**config.mk**
```make
export PLATFORM = sky130hd
export DESIGN_NAME = slot_irq_router
export DESIGN_NICKNAME = d
export VERILOG_FILES = /design/src/rtl/sirq_pkg.sv /design/src/rtl/sirq_route.sv /design/src/rtl/sirq_trigger.sv /design/src/rtl/slot_irq_router.sv
export SDC_FILE = /design/constraint.sdc
export NUM_CORES = 1
export LEC_CHECK = 0
export ABC_AREA = 1
export BUFFER_PORTS_ARGS = -buffer_cell sky130_fd_sc_hd__clkbuf_2
export CAP_MARGIN = 10
export CELL_PAD_IN_SITES_DETAIL_PLACEMENT = 1
export CELL_PAD_IN_SITES_GLOBAL_PLACEMENT = 2
export CORE_UTILIZATION = 20
export DETAILED_ROUTE_END_ITERATION = 8
export GPL_TIMING_DRIVEN = 0
export PLACE_DENSITY_LB_ADDON = 0.1
export SLEW_MARGIN = 30
export SYNTH_ARGS = -nofsm -noshare
export SYNTH_HDL_FRONTEND = slang
export SYNTH_HIERARCHICAL = 1
export SYNTH_SLANG_ARGS = --single-unit
```
**constraint.sdc**
```tcl
create_clock -name clk_i -period 1 [get_ports clk_i]
set_input_delay 0.1 -clock clk_i [delete_from_list [all_inputs] [get_ports clk_i]]
set_output_delay 0.1 -clock clk_i [all_outputs]
set_load 0.02 [all_outputs]
```
**src/rtl/sirq_pkg.sv**
```systemverilog
package sirq_pkg;

  localparam int LINE_BASE     = 32;
  localparam int PINS_PER_SLOT = 4;

  // Absolute internal line number for a slot/pin pair.
  function automatic int line_of(input int slot, input int pin);
    int line;
    if (slot == 5)                    line = LINE_BASE + (pin % 4);
    else if (slot == 6)               line = LINE_BASE + 4;
    else if (slot == 7)               line = LINE_BASE + 5;
    else if (slot >= 8 && slot <= 12) line = (slot - 8 + pin) + LINE_BASE + 6;
    else                              line = pin;
    return line;
  endfunction

  // Mask bit index for a slot/pin pair, or -1 when outside the masks.
  function automatic int bit_of(input int slot, input int pin, input int mask_w);
    int idx;
    idx = line_of(slot, pin) - LINE_BASE;
    if (idx < 0 || idx >= mask_w) idx = -1;
    return idx;
  endfunction

endpackage

```
**src/rtl/sirq_route.sv**
```systemverilog
module sirq_route
  import sirq_pkg::*;
#(
  parameter int NUM_SLOTS = 16,
  parameter int MASK_W    = 32,
  localparam int PIN_W    = NUM_SLOTS * PINS_PER_SLOT
) (
  input  logic [PIN_W-1:0]  pins_i,
  output logic [MASK_W-1:0] line_lvl_o,
  output logic [PIN_W-1:0]  routed_mask_o
);

  for (genvar l = 0; l < MASK_W; l++) begin : g_line
    logic hit;
    always_comb begin
      hit = 1'b0;
      for (int s = 0; s < NUM_SLOTS; s++) begin
        for (int p = 0; p < PINS_PER_SLOT; p++) begin
          if (bit_of(s, p, MASK_W) == l) hit = hit | pins_i[s*PINS_PER_SLOT + p];
        end
      end
    end
    assign line_lvl_o[l] = hit;
  end

  for (genvar i = 0; i < PIN_W; i++) begin : g_mask
    assign routed_mask_o[i] = (bit_of(i / PINS_PER_SLOT, i % PINS_PER_SLOT, MASK_W) >= 0);
  end

endmodule

```
**src/rtl/sirq_trigger.sv**
```systemverilog
module sirq_trigger (
  input  logic clk_i,
  input  logic rst_i,
  input  logic lvl_i,
  input  logic edge_sel_i,
  input  logic pol_i,
  output logic req_o
);

  logic prev_q;

  always_ff @(posedge clk_i) begin
    if (rst_i) prev_q <= 1'b0;
    else       prev_q <= lvl_i;
  end

  always_comb begin
    if (edge_sel_i) req_o = lvl_i & ~prev_q;
    else            req_o = lvl_i & pol_i;
  end

  // an edge request never lasts two cycles while edge mode stays selected
  p_edge_single_r6: assert property (@(posedge clk_i) disable iff (rst_i)
    (edge_sel_i && req_o) |=> !(edge_sel_i && req_o));

endmodule

```
**src/rtl/slot_irq_router.sv**
```systemverilog
module slot_irq_router
  import sirq_pkg::*;
#(
  parameter int NUM_SLOTS = 16,
  parameter int MASK_W    = 32,
  localparam int PIN_W    = NUM_SLOTS * PINS_PER_SLOT
) (
  input  logic              clk_i,
  input  logic              rst_i,
  input  logic [PIN_W-1:0]  slot_pins_i,
  input  logic [MASK_W-1:0] edge_sel_i,
  input  logic [MASK_W-1:0] pol_i,
  output logic              irq_o
);

  logic [MASK_W-1:0] line_lvl;
  logic [MASK_W-1:0] line_req;
  logic [PIN_W-1:0]  routed_mask;

  sirq_route #(.NUM_SLOTS(NUM_SLOTS), .MASK_W(MASK_W)) u_route (
    .pins_i        (slot_pins_i),
    .line_lvl_o    (line_lvl),
    .routed_mask_o (routed_mask)
  );

  for (genvar l = 0; l < MASK_W; l++) begin : g_trig
    sirq_trigger u_trig (
      .clk_i      (clk_i),
      .rst_i      (rst_i),
      .lvl_i      (line_lvl[l]),
      .edge_sel_i (edge_sel_i[l]),
      .pol_i      (pol_i[l]),
      .req_o      (line_req[l])
    );
  end

  always_ff @(posedge clk_i) begin
    if (rst_i) irq_o <= 1'b0;
    else       irq_o <= |line_req;
  end

  // reset forces the output low on the following cycle
  p_reset_quiet_r1: assert property (@(posedge clk_i) rst_i |=> !irq_o);

  // with every translated pin low, nothing can request
  p_untranslated_quiet_r5: assert property (@(posedge clk_i) disable iff (rst_i)
    ((slot_pins_i & routed_mask) == '0) |=> !irq_o);

  if (NUM_SLOTS > 6 && MASK_W > 4) begin : g_chk6
    // any slot 6 pin with line 36 in raising level mode asserts irq_o
    p_slot6_level_r3: assert property (@(posedge clk_i) disable iff (rst_i)
      ((|slot_pins_i[6*PINS_PER_SLOT +: PINS_PER_SLOT]) && !edge_sel_i[4] && pol_i[4])
      |=> irq_o);
  end

endmodule

```
==> results.yml <==
worst_setup_path:
  ff2ff_setup_slack_ns: -0.06
  criticalPathCategory: "register to register"
  critPathMaxStageDelay_ns: 0.31
  r2r_start: "g_trig[11].u_trig/prev_q$_SDFF_PP0_"
  worst_setup_path_end_kind: "register"
  critical_path.cell_chain: "nand2_1 -> nand2_1 -> nor2_2 -> nor2_1 -> nand2_1 -> nor2_1 -> nand2_1 -> nor2_1 -> nor2_1"
  critPathArrivalTime_ns: 1.21
  crit_path_top_delay_cell: "dfxtp_1"
  critPathLaunchType: "register"
  cp.required_ns: 1.15
  r2r_end: "irq_o$_SDFF_PP0_"
  reg2reg_depth: 9
  critPathMaxFanout: 1
drt:
  first_iter_violations: 8
  wl_mm: 4.37
  post_drt_wl_per_cell_um: 7.85
  ant_nets: 0
  vias_per_cell: 3.50
  firstDrtPassIters: 3
  vias: 1946
  drcViolationCount: 0
timing:
  maxSlewViolCount: 0
  finalSetupTns_ns: -0.0630
  worst_pin_slew_ns: 0.762
  fin_crit_sh_pct: 106
  finClkSkew_ns: 0.00264
  setup_ws_ns: -0.0630
  hold_viol_final: 0
  min_period_ns: 1.06
  fmax_mhz: 941
  setup_viol: 1
  rsz0062_at_grt: "yes"
  relSlewSlack_pct: 49.2
  hold_slack_ns: 0.0281
finish:
  finalInstanceArea_mm2: 0.00268
  fill_cells: 1234
  syn_to_final_growth_pct: 40.4
  diodes: 0
  layout-drive-gt1-share_pct: 38.4
  final_cells: 556
  final_nets: 556
  finish.utilization_pct: 29.0
placed_design:
  dp_slack_ns: -0.270
  placed_cells: 548
  place_congestion: 0.656
  place.port_buffers: 92
  post_dp_cell_area_mm2: 0.00259
  place_hpwl_mm: 3.68
cts:
  htreeDepth: 2
  clk_pin_slew_ns: 0.07
  cts_root_buf: "clkbuf_8"
  clock_latency_ns: 0.28
  cts_buffers: 5
  clock-sinks: 33
  tritoncts: "done"
  cts_setup_buffers: 0
  clk_path_buf_depth: 2
floorplan:
  die_w_um: 99.6
  die_h_um: 99.6
  row_count: 35
  start_util_pct: 20.6
  boundaryPins: 131
  die-area_mm2: 0.00992
  core_mm2: 0.00924
grt:
  grt_overflow: 0
  grt_pass1_vias: 1897
  grt_pass1_wl_mm: 7.53
  antenna_found_initial: 0
  grt_start_max_net_pins: 34
  grt_use_total_pct: 9.69
pwr:
  power.share.combinational_pct: 20.7
  powerDensity_mw_per_mm2: 1120
  power.switching_mw: 0.807
  power.internal_mw: 2.20
  finalPower_mw: 3.01
  ir_drop_mv: 0.322
  swShare_pct: 26.8
  p_leak_nw: 1.50
  clock_power_share_pct: 32.6
  seq_power_share_pct: 46.7
worst_hold_path:
  hold_path.class: "input pin to register"
  hold_depth: 3
  hold_end: "g_trig[2].u_trig/prev_q$_SDFF_PP0_"
  hp-start: "slot_pins_i[22]"
logic_synthesis:
  synth.avg_cell_area_um2: 6.15
  synth_cells: 310
  yosys_warnings: 6
  netlist_area_mm2: 0.00191
outcome:
  violations: "setup timing"
  status: "complete, but fails checks"
flow_run:
  cap_violations: 0
[final cells by class]
| class | count | area (µm²) | share of cell area [%] |
|---|---|---|---|
| buffer | 32 | 240 | 8.98 |
| clock buffer | 6 | 72.6 | 2.71 |
| clock inverter | 2 | 10.0 | 0.374 |
| inverter | 34 | 128 | 4.77 |
| multi-input combinational | 228 | 943 | 35.3 |
| sequential | 33 | 661 | 24.7 |
| tap | 129 | 161 | 6.03 |
| timing repair buffer | 92 | 460 | 17.2 |
[registers in the layout, summed over array words and instances (netlist names)]
register / cells
g_trig.u_trig/prev_q: 32
irq_o: 1
[timing repair]
item | 4_1_cts | 5_1_grt
hold buffers | 0 | 0
setup endpoints to repair | 1 | 1
pin swaps | 1 | 0
resized for setup | 1 | 0
[power by group through the flow]
stage               Clock, mW  Sequential [mW]  Combinational (mW)
floorplan                   0             1.43               0.369
global placement            0             1.44               0.610
detailed placement          0             1.44               0.616
CTS                      1.07             1.41               0.620
global route             1.11             1.41               0.728
finish                  0.981             1.41               0.623
[worst max-delay path, delay by kind of cell (launching register included)]
kind	cells	cell delay [ns]
simple gates	9	0.62
flops	1	0.31
[placed cells by master (no fill, tap or decap)]
cell type / instances
inv_1: 34
clkbuf_2: 92
dfxtp_1: 33
conb_1: 18
or2_1: 2
nor2_2: 33
buf_4: 32
clkbuf_8: 5
nor2_1: 95
clkbuf_1: 1
clkinv_2: 2
nand2_1: 80
[worst max-delay path by stage]
| stage | to | startpoint |
|---|---|---|
| final | irq_o$_SDFF_PP0_ | g_trig[11].u_trig/prev_q$_SDFF_PP0_ |
| after global routing | irq_o$_SDFF_PP0_ | g_trig[11].u_trig/prev_q$_SDFF_PP0_ |
| after CTS | irq_o$_SDFF_PP0_ | g_trig[13].u_trig/prev_q$_SDFF_PP0_ |
| after detailed placement | irq_o$_SDFF_PP0_ | slot_pins_i[50] |
| after global placement | irq_o$_SDFF_PP0_ | slot_pins_i[50] |
| after floorplan | irq_o$_SDFF_PP0_ | slot_pins_i[36] |
[layer usage]
| layer | vias up | wire length, µm | GRT usage, % |
|---|---|---|---|
| li1 | 1078 | - | - |
| met3 | 5 | 331 | 3.02 |
| met4 | 0 | 57 | 3.73 |
| met2 | 58 | 2030 | 17.2 |
| met5 | - | 0 | 0 |
| met1 | 805 | 1950 | 10.8 |
Power figures use the tool's default switching activity.
